===== config.mk =====
export PLATFORM = sky130hd
export DESIGN_NAME = sir_rate_gen
export DESIGN_NICKNAME = d
export VERILOG_FILES = /design/src/rtl/sir_rate_pkg.sv /design/src/rtl/sir_prescaler.sv /design/src/rtl/sir_rate_div.sv /design/src/rtl/sir_oversample_div.sv /design/src/rtl/sir_rate_cfg.sv /design/src/rtl/sir_rate_gen.sv
export SDC_FILE = /design/constraint.sdc
export NUM_CORES = 1
export LEC_CHECK = 0
export ABC_AREA = 1
export BUFFER_PORTS_ARGS = -buffer_cell sky130_fd_sc_hd__buf_2
export CORE_MARGIN = 3
export CORE_UTILIZATION = 42
export DETAILED_ROUTE_END_ITERATION = 7
export PLACE_DENSITY = 0.77
export SYNTH_ARGS = -nofsm -noshare
export SYNTH_HDL_FRONTEND = slang
export SYNTH_SLANG_ARGS = --single-unit

===== constraint.sdc =====
create_clock -name clk -period 1.3 [get_ports clk]
set_clock_uncertainty 0.15 [all_clocks]
set_input_delay 0.26 -clock clk [delete_from_list [all_inputs] [get_ports clk]]
set_output_delay 0.26 -clock clk [all_outputs]
set_load 0.005 [all_outputs]

===== src/rtl/sir_rate_pkg.sv =====
// Shared constants for the slow-rate oversampling generator.
// Assumes a 48 MHz reference and 16-bit register words.
package sir_rate_pkg;
    localparam int PRESCALE   = 26;  // fixed reference divider
    localparam int OVERSAMPLE = 16;  // samples per bit
    localparam int CNT_W      = 6;   // programmable count width
    localparam int CNT_LSB    = 0;   // count field position in its word
    localparam int DEF_COUNT  = 11;  // 9600 bit/s
    localparam int TMO_W      = 2;   // timeout select width
    localparam int TMO_LSB    = 8;   // timeout field position
    localparam int TMO_MAX    = 2;   // highest legal timeout code
    localparam int WORD_W     = 16;  // register word width
endpackage


===== src/rtl/sir_prescaler.sv =====
// Free-running modulo-DIV counter; emits a one-cycle tick on wrap.
// Assumes DIV >= 2.
module sir_prescaler #(
    parameter int DIV = 26
) (
    input  logic clk,
    input  logic rst_n,
    output logic tick_o
);
    localparam int W = $clog2(DIV);
    localparam logic [W-1:0] LAST = W'(DIV - 1);

    logic [W-1:0] cnt_q;

    // Wrap point decode.
    always_comb tick_o = (cnt_q == LAST);

    // Count 0..DIV-1 and wrap.
    always_ff @(posedge clk) begin
        if (!rst_n)      cnt_q <= '0;
        else if (tick_o) cnt_q <= '0;
        else             cnt_q <= cnt_q + 1'b1;
    end

    assert_wrap_R3: assert property (@(posedge clk) disable iff (!rst_n)
        tick_o |=> (cnt_q == '0));
    assert_range_R3: assert property (@(posedge clk) disable iff (!rst_n)
        cnt_q <= LAST);
endmodule


===== src/rtl/sir_rate_div.sv =====
// Programmable divide-by-(count+1) on prescaler ticks. The count is
// sampled only at reload, so a change never cuts an interval short.
// Assumes tick_i is a one-cycle pulse.
module sir_rate_div #(
    parameter int CNT_W = 6
) (
    input  logic             clk,
    input  logic             rst_n,
    input  logic             tick_i,
    input  logic [CNT_W-1:0] count_i,
    output logic             sample_o
);
    logic [CNT_W-1:0] left_q;

    // Terminal event: tick while nothing is left to count.
    always_comb sample_o = tick_i && (left_q == '0);

    // Reload on the terminal event, otherwise count ticks down.
    always_ff @(posedge clk) begin
        if (!rst_n)        left_q <= '0;
        else if (sample_o) left_q <= count_i;
        else if (tick_i)   left_q <= left_q - 1'b1;
    end

    assert_sample_on_tick_R3: assert property (@(posedge clk) disable iff (!rst_n)
        sample_o |-> tick_i);
    assert_reload_R6: assert property (@(posedge clk) disable iff (!rst_n)
        sample_o |=> (left_q == $past(count_i)));
endmodule


===== src/rtl/sir_oversample_div.sv =====
// Divides sample enables by RATIO to give the bit enable, which
// coincides with every RATIO-th sample enable. Assumes RATIO >= 2.
module sir_oversample_div #(
    parameter int RATIO = 16
) (
    input  logic clk,
    input  logic rst_n,
    input  logic sample_i,
    output logic bit_o
);
    localparam int W = $clog2(RATIO);
    localparam logic [W-1:0] LAST = W'(RATIO - 1);

    logic [W-1:0] sub_q;

    // Last sample of a bit.
    always_comb bit_o = sample_i && (sub_q == LAST);

    // Advance once per sample enable.
    always_ff @(posedge clk) begin
        if (!rst_n)        sub_q <= '0;
        else if (bit_o)    sub_q <= '0;
        else if (sample_i) sub_q <= sub_q + 1'b1;
    end

    assert_bit_single_R4: assert property (@(posedge clk) disable iff (!rst_n)
        bit_o |=> !bit_o);
    assert_bit_restart_R4: assert property (@(posedge clk) disable iff (!rst_n)
        bit_o |=> (sub_q == '0));
endmodule


===== src/rtl/sir_rate_cfg.sv =====
// Holds the divider count and the receive-timeout select. Illegal
// timeout codes are dropped; the select reads 0 outside slow-rate mode.
// Assumes one-cycle write strobes.
module sir_rate_cfg #(
    parameter int WORD_W    = 16,
    parameter int CNT_W     = 6,
    parameter int CNT_LSB   = 0,
    parameter int DEF_COUNT = 11,
    parameter int TMO_W     = 2,
    parameter int TMO_LSB   = 8,
    parameter int TMO_MAX   = 2
) (
    input  logic              clk,
    input  logic              rst_n,
    input  logic              rate_wr_i,
    input  logic [WORD_W-1:0] rate_wdata_i,
    input  logic              rate_default_i,
    input  logic              cfg_wr_i,
    input  logic [WORD_W-1:0] cfg_wdata_i,
    input  logic              sir_mode_i,
    output logic [CNT_W-1:0]  rate_count_o,
    output logic [TMO_W-1:0]  tmo_sel_o
);
    localparam logic [CNT_W-1:0] DEF  = CNT_W'(DEF_COUNT);
    localparam logic [TMO_W-1:0] TMAX = TMO_W'(TMO_MAX);

    logic [CNT_W-1:0] count_q;
    logic [TMO_W-1:0] tmo_q;
    logic [CNT_W-1:0] count_field;
    logic [TMO_W-1:0] tmo_field;

    // Field extraction from the written words.
    always_comb begin
        count_field = rate_wdata_i[CNT_LSB +: CNT_W];
        tmo_field   = cfg_wdata_i[TMO_LSB +: TMO_W];
    end

    // Count register; the default request has priority.
    always_ff @(posedge clk) begin
        if (!rst_n)              count_q <= DEF;
        else if (rate_default_i) count_q <= DEF;
        else if (rate_wr_i)      count_q <= count_field;
    end

    // Timeout register; only legal codes are stored.
    always_ff @(posedge clk) begin
        if (!rst_n)                               tmo_q <= '0;
        else if (cfg_wr_i && (tmo_field <= TMAX)) tmo_q <= tmo_field;
    end

    // Outputs: count readback, timeout gated by mode.
    always_comb begin
        rate_count_o = count_q;
        tmo_sel_o    = sir_mode_i ? tmo_q : '0;
    end

    assert_default_R7: assert property (@(posedge clk) disable iff (!rst_n)
        rate_default_i |=> (rate_count_o == DEF));
    assert_rate_field_R5: assert property (@(posedge clk) disable iff (!rst_n)
        (rate_wr_i && !rate_default_i) |=>
            (rate_count_o == $past(rate_wdata_i[CNT_LSB +: CNT_W])));
    assert_tmo_hold_R8: assert property (@(posedge clk) disable iff (!rst_n)
        (cfg_wr_i && (cfg_wdata_i[TMO_LSB +: TMO_W] > TMAX)) |=> $stable(tmo_q));
    assert_tmo_legal_R8: assert property (@(posedge clk) disable iff (!rst_n)
        tmo_q <= TMAX);
    assert_tmo_gate_R9: assert property (@(posedge clk) disable iff (!rst_n)
        !sir_mode_i |-> (tmo_sel_o == '0));
endmodule


===== src/rtl/sir_rate_gen.sv =====
// Top of the slow-rate oversampling generator: prescaler, programmable
// divider and divide-by-16 in series, plus the configuration fields.
// Assumes clk is the 48 MHz reference.
module sir_rate_gen
    import sir_rate_pkg::*;
(
    input  logic        clk,
    input  logic        rst_n,
    input  logic        rate_wr,
    input  logic [15:0] rate_wdata,
    input  logic        rate_default,
    input  logic        cfg_wr,
    input  logic [15:0] cfg_wdata,
    input  logic        sir_mode,
    output logic [5:0]  rate_count,
    output logic [1:0]  tmo_sel,
    output logic        sample_en,
    output logic        bit_en
);
    logic pre_tick;

    sir_rate_cfg #(
        .WORD_W(WORD_W), .CNT_W(CNT_W), .CNT_LSB(CNT_LSB),
        .DEF_COUNT(DEF_COUNT), .TMO_W(TMO_W), .TMO_LSB(TMO_LSB),
        .TMO_MAX(TMO_MAX)
    ) u_cfg (
        .clk(clk), .rst_n(rst_n),
        .rate_wr_i(rate_wr), .rate_wdata_i(rate_wdata),
        .rate_default_i(rate_default),
        .cfg_wr_i(cfg_wr), .cfg_wdata_i(cfg_wdata),
        .sir_mode_i(sir_mode),
        .rate_count_o(rate_count), .tmo_sel_o(tmo_sel)
    );

    sir_prescaler #(.DIV(PRESCALE)) u_pre (
        .clk(clk), .rst_n(rst_n), .tick_o(pre_tick)
    );

    sir_rate_div #(.CNT_W(CNT_W)) u_div (
        .clk(clk), .rst_n(rst_n), .tick_i(pre_tick),
        .count_i(rate_count), .sample_o(sample_en)
    );

    sir_oversample_div #(.RATIO(OVERSAMPLE)) u_bit (
        .clk(clk), .rst_n(rst_n), .sample_i(sample_en), .bit_o(bit_en)
    );

    assert_bit_with_sample_R4: assert property (@(posedge clk) disable iff (!rst_n)
        bit_en |-> sample_en);
    assert_sample_single_R3: assert property (@(posedge clk) disable iff (!rst_n)
        sample_en |=> !sample_en);
endmodule


After elaboration in Yosys (flattened, before gate mapping) --
Cells that the tools add are included.
Storage, ports and cells: output and inout port bits 10, register bits 23
Operators by class: $lt $le $gt $ge 1, multiplexer cells 3, reductions and logical operators 8, bitwise logic cells 1, add/subtract/negate cells 3, equality and inequality tests 2
Operators by type and width (number):
- two-way mux 6 bit | 2
- logical NOT 6 bit | 1
- OR reduction 2 bit | 3
- subtractor 6 x 1 -> 6 bit (second input constant) | 1
- adder 5 x 1 -> 5 bit (second input constant) | 1
- == test 5 bit (second input constant) | 1
- adder 4 x 1 -> 4 bit (second input constant) | 1
- == test 4 bit (second input constant) | 1
- logical AND 1 bit | 3
- <= comparator 2 bit (second input constant) | 1
- two-way mux 2 bit | 1
- nonzero test 2 bit | 1
- inverter 1 bit | 1

Depth between registers and ports, before layout --
Gate-level depths: netlist of run 1.
word-level depth 4, gate-level depth with buffers 8

Modules after synthesis --
A second synthesis of run 1 with hierarchy kept.
Second synthesis, totals: cell total of the unflattened synthesis 154, area total of the unflattened synthesis 1108.6 um^2
Modules (own cells, without submodules):
- sir_rate_div | cells an instance 56, area each 389.1 um^2, instances 1
- sir_rate_cfg | cells an instance 44, area each 305.3 um^2, instances 1
- sir_prescaler | cells an instance 30, area each 231.5 um^2, instances 1
- sir_oversample_div | cells an instance 24, area each 182.7 um^2, instances 1

Least setup slack after synthesis of run 1 --
OpenSTA, ideal clock, no wires.
path kind reg-to-output, start point reg u_div.left_q[0], end point out bit_en, setup slack -0.209 ns, arrival 1.099 ns, required time 0.890 ns, cell stages (with the launch flop) 7, cell sequence dfxtp_1 inv_1 ha_1 nand3_2 nor2_4 nand3_1 nor2_1
On the way: cells in the longest elaborated chain, start to end 3
Ends and longest elaborated chain:
- from (decl) | RTL line sir_rate_div.sv:13 | logic [CNT_W-1:0] left_q;
- from (signal assigned) | RTL line sir_rate_div.sv:21 | else if (sample_o) left_q <= count_i;
- from (signal assigned) | RTL line sir_rate_div.sv:22 | else if (tick_i) left_q <= left_q - 1'b1;
- logical NOT 6 bit | RTL line sir_rate_div.sv:16 | always_comb sample_o = tick_i && (left_q == '0);
- logical AND 1 bit | RTL line sir_rate_div.sv:16
- named net sample_en | RTL line sir_rate_gen.sv:17 | output logic sample_en,
- logical AND 1 bit | RTL line sir_oversample_div.sv:17 | always_comb bit_o = sample_i && (sub_q == LAST);
- to (decl) | RTL line sir_rate_gen.sv:18 | output logic bit_en
The timed path passes the listed nets, and every way through them passes these cells.

Worst setup path in the final report of run 1 --
start point reg u_pre.cnt_q[1], end point out bit_en
On the way: cells in the longest elaborated chain, start to end 3
Ends and longest elaborated chain:
- from (decl) | RTL line sir_prescaler.sv:13 | logic [W-1:0] cnt_q;
- from (signal assigned) | RTL line sir_prescaler.sv:22 | else cnt_q <= cnt_q + 1'b1;
- == test 5 bit | RTL line sir_prescaler.sv:16 | always_comb tick_o = (cnt_q == LAST);
- logical AND 1 bit | RTL line sir_rate_div.sv:16
- logical AND 1 bit | RTL line sir_oversample_div.sv:17
Every way passes these cells.

==> results.txt, run 1 <==
status: complete, but fails checks
failing checks: negative setup slack
ys async rst share: 0%
met1 wire length: 1.11 mm
starting density of the core: 45.0%
largest net degree at the start of global routing: 14
CORE AREA: 2520 um2
area delta synth->final: 44.0%
Crit. End Element: primary output
mux contribution to synthesized area: 0%
Cell Rows: 18
CTS Hold Bufs: 0
fin nets: 255
CP cell instances: inv_2 -> ha_4 -> nand4_4 -> nor2_4 -> nand3_2 -> nor2_1 -> buf_2
CTS sink cnt: 23
clock-pin transition on the worst setup and hold timing paths: 0.13 ns
Root Buffer: clkbuf_4
Synth top area share: 40.6%
# DRC: 0
CP Max Fanout: 3
Synth Area in XOR/XNOR: 3.09%
compound-gate portion of the synthesized area: 7.94%
Max Freq: 0.572 GHz
Top Metal Used: met4
worst skew pair latency: 0.32 ns
post-route setup slack: -0.447 ns
top cells by count, synth: nand2_1, dfxtp_1, inv_1, nor2_1, nand3_1
fin util: 64.8%
share of cells above drive strength 1: 45.3%
Distinct cells, synth: 21
maximum clock insertion buffer count: 2
crit path kind: reg -> out
Synth area leader: dfxtp_1
Syn Inst Count: 162
ys flop type: dfxtp_1
largest family of logic cells by synthesized area: simple AND/OR/NAND/NOR gates
number of DRC markers in iteration 0: 12
CP peak stage delay: 0.35 ns
Synth area leaders: dfxtp_1, nand2_1, inv_1
final-report hold violation count: 0
drt first pass iters: 5
Final period util: 134%
Seq cells post-synth: 23
setup tns final: -2.94 ns
Synth Warn #: 0
via count: 1146
# port buffers: 23
ANT nets after route: 0
RSZ-0062 raised after global routing: yes
R2R depth: 8
synthesized-area fraction occupied by adder cells: 4.41%
Tmin final: 1.75 ns
Vias/cell: 4.74
Post-Syn Area per Cell: 7.01 um2
Leakage: 0.000818 uW
Syn Nets: 204
GRT overflow: 0
GPL Wtd Cong: 0.810
max cap viols: 0
Final setup viols: 17
Worst Path Required: 0.89 ns
peak supply drop: 0.757 mV
Routed wire per std cell: 10.9 um
vias in the first global route: 1121
pwr/cell area: 736 nW/um2
met3 WL: 101 um
first-pass GRT wire length: 4.51 mm
CTS H-tree lvls: 1
CP Data Arrival Time: 1.34 ns
die area: 3360 um2
startpoint types: register
TritonCTS clock tree: done
most common cell in the netlist: nand2_1
die width: 58.0 um
Slew Limit Fails: 0
hold depth: 3
Mapped Area: 1130 um2
number of I/O pins: 48
Synth Area in Simple Gates: 35.6%
max_slew headroom: 82.4%
Num CTS Buffers: 3
Die Height: 58.0 um
DP HPWL: 2.09 mm
Total Routed Length: 2.63 mm
slowest CP cell: dfxtp_2
Hold WS: 0.00541 ns
Hold Path Class: in -> reg
metal2 WL: 1.39 mm
sequential element share of the synthesized area: 40.6%
Post-synth EDFFs: 0
n_diodes: 0
initial antenna violation count: 0
All-Layer GR Usage: 17.0%
slew at the pin closest to its max-slew limit: 0.264 ns
cell families (layout without fill, tap and decap cells):
| group | after synthesis | count (layout) |
|---|---|---|
| AOI/OAI and AO/OA | 17 | 17 |
| xor gates and xnor gates | 4 | 4 |
| adders and majority gates | 4 | 4 |
| buffers and inverters | 25 | 75 |
| DFF | 23 | 23 |
| and+or+nand+nor | 89 | 89 |
placed cells by master, fill, tap and decap left out, drive strengths merged:
cell type,n
a21oi,10
nor3,3
o21ai,5
clkbuf,3
nor2,23
and3,1
ha,4
nand3,12
o211ai,2
xor2,4
nand2,48
buf,47
inv,24
dfxtp,23
nand4,2
clkinv,1
metal layers:
layer,vias to the layer above,track usage (%)
li1,608,-
met1,510,18.5
met2,24,32.1
met3,4,2.23
met4,0,7.62
met5,-,0
timing repair:
action | 4_1_cts | 5_1_grt
hold endpoints to repair | 0 | 0
buffers inserted | 1 | 3
setup endpoints to repair | 17 | 19
pin swaps | 11 | 12
resized for setup | 10 | 24
state kept, by name, summed over array words and instances (netlist names):
| register | flops |
|---|---|
| u_div.left_q | 6 |
| u_pre.cnt_q | 5 |
| u_cfg.rate_count_o | 6 |
| u_cfg.tmo_q | 2 |
| u_bit.sub_q | 4 |
critical path: cells and delay by family (launching register included):
family	cells	cell delay [ns]
flip-flops	1	0.35
buffers and inverters	2	0.16
adder cells (fa/ha/maj)	1	0.14
AND/OR/NAND/NOR	4	0.37
area by class of cell:
class,count,area (um2)
fill,226,888
multi-input combinational,114,704
sequential,23,468
timing repair buffer,47,302
inverter,24,95.1
tap,30,37.5
clock buffer,3,22.5
clock inverter,1,5.00
power breakdown:
group	internal (uW)	switching (uW)	total (uW)
Combinational	64.5	66.0	130
Clock	115	220	335
Sequential	725	11.5	737
Total	905	298	1200
worst paths after layout:
check                                     start                            endpoint  slack (ns)
min                               rate_wdata[0]  u_cfg.rate_count_o[0]$_SDFFE_PP1P_       0.005
min reg2reg  u_cfg.rate_count_o[4]$_SDFFE_PP0P_  u_cfg.rate_count_o[4]$_SDFFE_PP0P_        0.34
max reg2reg           u_pre.cnt_q[1]$_SDFF_PP0_        u_div.left_q[2]$_SDFFE_PN0P_       -0.20
max                   u_pre.cnt_q[1]$_SDFF_PP0_                              bit_en       -0.45
metrics by stage:
| stage | setup slack (ns) | instance area (um2) | total power, uW | std cells |
|---|---|---|---|---|
| finish | -0.447 | 1630 | 1200 | 242 |
| global route | -0.550 | 1630 | 1250 | 242 |
| CTS | -0.511 | 1540 | 1200 | 239 |
| detailed placement | -0.154 | 1490 | 867 | 235 |
| global placement | -0.121 | 1490 | 859 | 235 |
| floorplan | -0.135 | 1180 | 808 | 162 |
Power figures use the tool's default switching activity.
==> run 2, diff against run 1 <==
PLACE_DENSITY = 0.78   (was 0.77)
SYNTH_HIERARCHICAL = 1   (was default)
==> results.txt, run 2 <==
RSZ-0062 raised after global routing: yes
cell count after placement: 224
max cap viols: 0
initial antenna violation count: 0
Die Height: 57.4 um
startpoint types: register
CP Data Arrival Time: 1.66 ns
GRT overflow: 0
hold depth: 3
Crit. End Element: primary output
starting density of the core: 47.0%
CP Max Fanout: 4
Cell Rows: 17
Post-synth EDFFs: 0
clock-pin transition on the worst setup and hold timing paths: 0.12 ns
ANT nets after route: 0
drt first pass iters: 5
Tmin final: 2.07 ns
register-to-register setup slack: -0.45 ns
most common cell in the netlist: nand2_1
Routed wire per std cell: 13.3 um
ys flop type: dfxtp_1
DP HPWL: 1.94 mm
CORE AREA: 2360 um2
CTS H-tree lvls: 1
peak supply drop: 0.772 mV
die area: 3290 um2
Syn Inst Count: 154
origin of the critical flop-to-flop path: u_pre/cnt_q[1]$_SDFF_PP0_
Final setup viols: 12
Hold WS: -0.00218 ns
fin nets: 251
Synth area leaders: dfxtp_1, nand2_1, inv_1
grt met2 use: 34.8%
met3 usage: 3.39%
# DRC: 0
post-route setup slack: -0.771 ns
failing checks: negative hold slack, negative setup slack
HP Start: rate_wdata[3]
Vias/cell: 5.35
Seq cells post-synth: 23
TritonCTS clock tree: done
Slew Limit Fails: 0
number of I/O pins: 48
max_slew headroom: 81.5%
R2R depth: 16
GRT busiest layer: met2
Synth top area share: 41.5%
Syn Nets: 196
Post-Syn Area per Cell: 7.20 um2
commonest non-fill, non-tap cells in the layout: nand2_1, buf_2, buf_4, inv_1, dfxtp_1
status: complete, but fails checks
Final period util: 159%
Num CTS Buffers: 3
Root Buffer: clkbuf_4
slew at the pin closest to its max-slew limit: 0.275 ns
Synth Warn #: 6
worst reg2reg path endpoint: u_bit/sub_q[3]$_SDFFE_PP0P_
Worst Path Required: 0.89 ns
share of cells above drive strength 1: 41.8%
crit path kind: reg -> out
Layout Cells excl Fill: 236
maximum clock insertion buffer count: 2
n_diodes: 0
area delta synth->final: 46.6%
Hold Path Class: in -> reg
pwr/cell area: 735 nW/um2
largest net degree at the start of global routing: 14
via count: 1262
Synth area leader: dfxtp_1
Mapped Area: 1110 um2
All-Layer GR Usage: 17.9%
Max Freq: 0.483 GHz
Leakage: 0.000802 uW
GPL Wtd Cong: 0.800
worst skew pair latency: 0.32 ns
Total Routed Length: 3.14 mm
vias in the first global route: 1168
top cells by count, synth: nand2_1, dfxtp_1, inv_1, nor2_1, a21oi_1
commonest non-fill, non-tap cell in the layout: nand2_1
Distinct cells, synth: 22
die width: 57.4 um
# port buffers: 23
hold worst-path end: u_cfg/rate_count_o[3]$_SDFFE_PP1P_
number of DRC markers in iteration 0: 69
ys async rst share: 0%
first-pass GRT wire length: 4.71 mm
CTS sink cnt: 23
setup tns final: -5.09 ns
final-report hold violation count: 1
met1 Use GR: 18.0%
sequential element share of the synthesized area: 41.5%
run 2: how the worst max path moves through the flow:
stage | startpoint | endpoint | depth (start not counted)
2_1_floorplan | u_pre/cnt_q[1]$_SDFF_PP0_ | bit_en | 12
3_3_place_gp | u_pre/cnt_q[1]$_SDFF_PP0_ | bit_en | 13
5_1_grt | u_pre/cnt_q[1]$_SDFF_PP0_ | bit_en | 13
6_report | u_pre/cnt_q[1]$_SDFF_PP0_ | bit_en | 13
3_5_place_dp | u_pre/cnt_q[1]$_SDFF_PP0_ | u_bit/sub_q[3]$_SDFFE_PP0P_ | 15
4_1_cts | u_pre/cnt_q[1]$_SDFF_PP0_ | bit_en | 13
run 2: report_power, final:
part	switching (uW)	internal (uW)
clock network	219	115
registers	13.3	725
logic	66.0	56.5
run 2: final cells by class:
| class | count | area, um2 |
|---|---|---|
| Clock inverter | 1 | 5.00 |
| Multi-Input combinational cell | 105 | 627 |
| Fill cell | 177 | 736 |
| Inverter | 26 | 103 |
| Sequential cell | 23 | 467 |
| Clock buffer | 3 | 22.5 |
| Tap cell | 28 | 35.0 |
| Timing Repair Buffer | 50 | 367 |
run 2: metrics by stage:
stage	worst slack, ns	hold slack (ns)	instance area (um2)	utilization, %	power (uW)
2_1_floorplan	-0.330	0.232	1110	-	800
3_3_place_gp	-0.302	0.301	1420	60.1	852
3_5_place_dp	-0.376	0.318	1420	60.1	858
4_1_cts	-0.670	0.000411	1560	66.1	1190
5_1_grt	-0.882	0.00334	1630	68.8	1260
6_report	-0.771	-0.00218	1630	68.8	1190
run 2: kinds of logic (layout without fill, tap and decap cells):
group / Yosys count / after routing / share of synthesized area [%]
AO/OA/AOI/OAI: 17 / 17 / 8.69
AND/OR/NAND/NOR: 81 / 81 / 34.0
XOR/XNOR: 3 / 3 / 2.37
buffers and inverters: 26 / 80 / 8.92
adder cells (fa/ha/maj): 4 / 4 / 4.51
flip-flops: 23 / 23 / 41.5
run 2: metal layers:
layer  routed length [um]  share of wire [%]
met4                  114                3.6
met2                 1690                 54
met5                    0                  0
met3                  181                5.8
met1                 1160                 37
run 2: repair_timing:
item | 4_1_cts | 5_1_grt
endpoints found under the hold margin | 1 | 0
pin swaps | 10 | 8
hold buffers | 1 | 0
endpoints found under the setup margin | 12 | 16
setup buffers | 8 | 6
gates resized for setup | 13 | 17
run 2: critical path: stages (launching register included):
cell and delay [ns]:
dfxtp_2 0.34, inv_2 0.06, ha_4 0.12, nand2_2 0.04
inv_2 0.04, nand2_2 0.06, inv_2 0.07, nand2_2 0.06
inv_2 0.07, nand3_4 0.08, clkinv_4 0.07, nand4_1 0.12
inv_1 0.10, buf_2 0.11
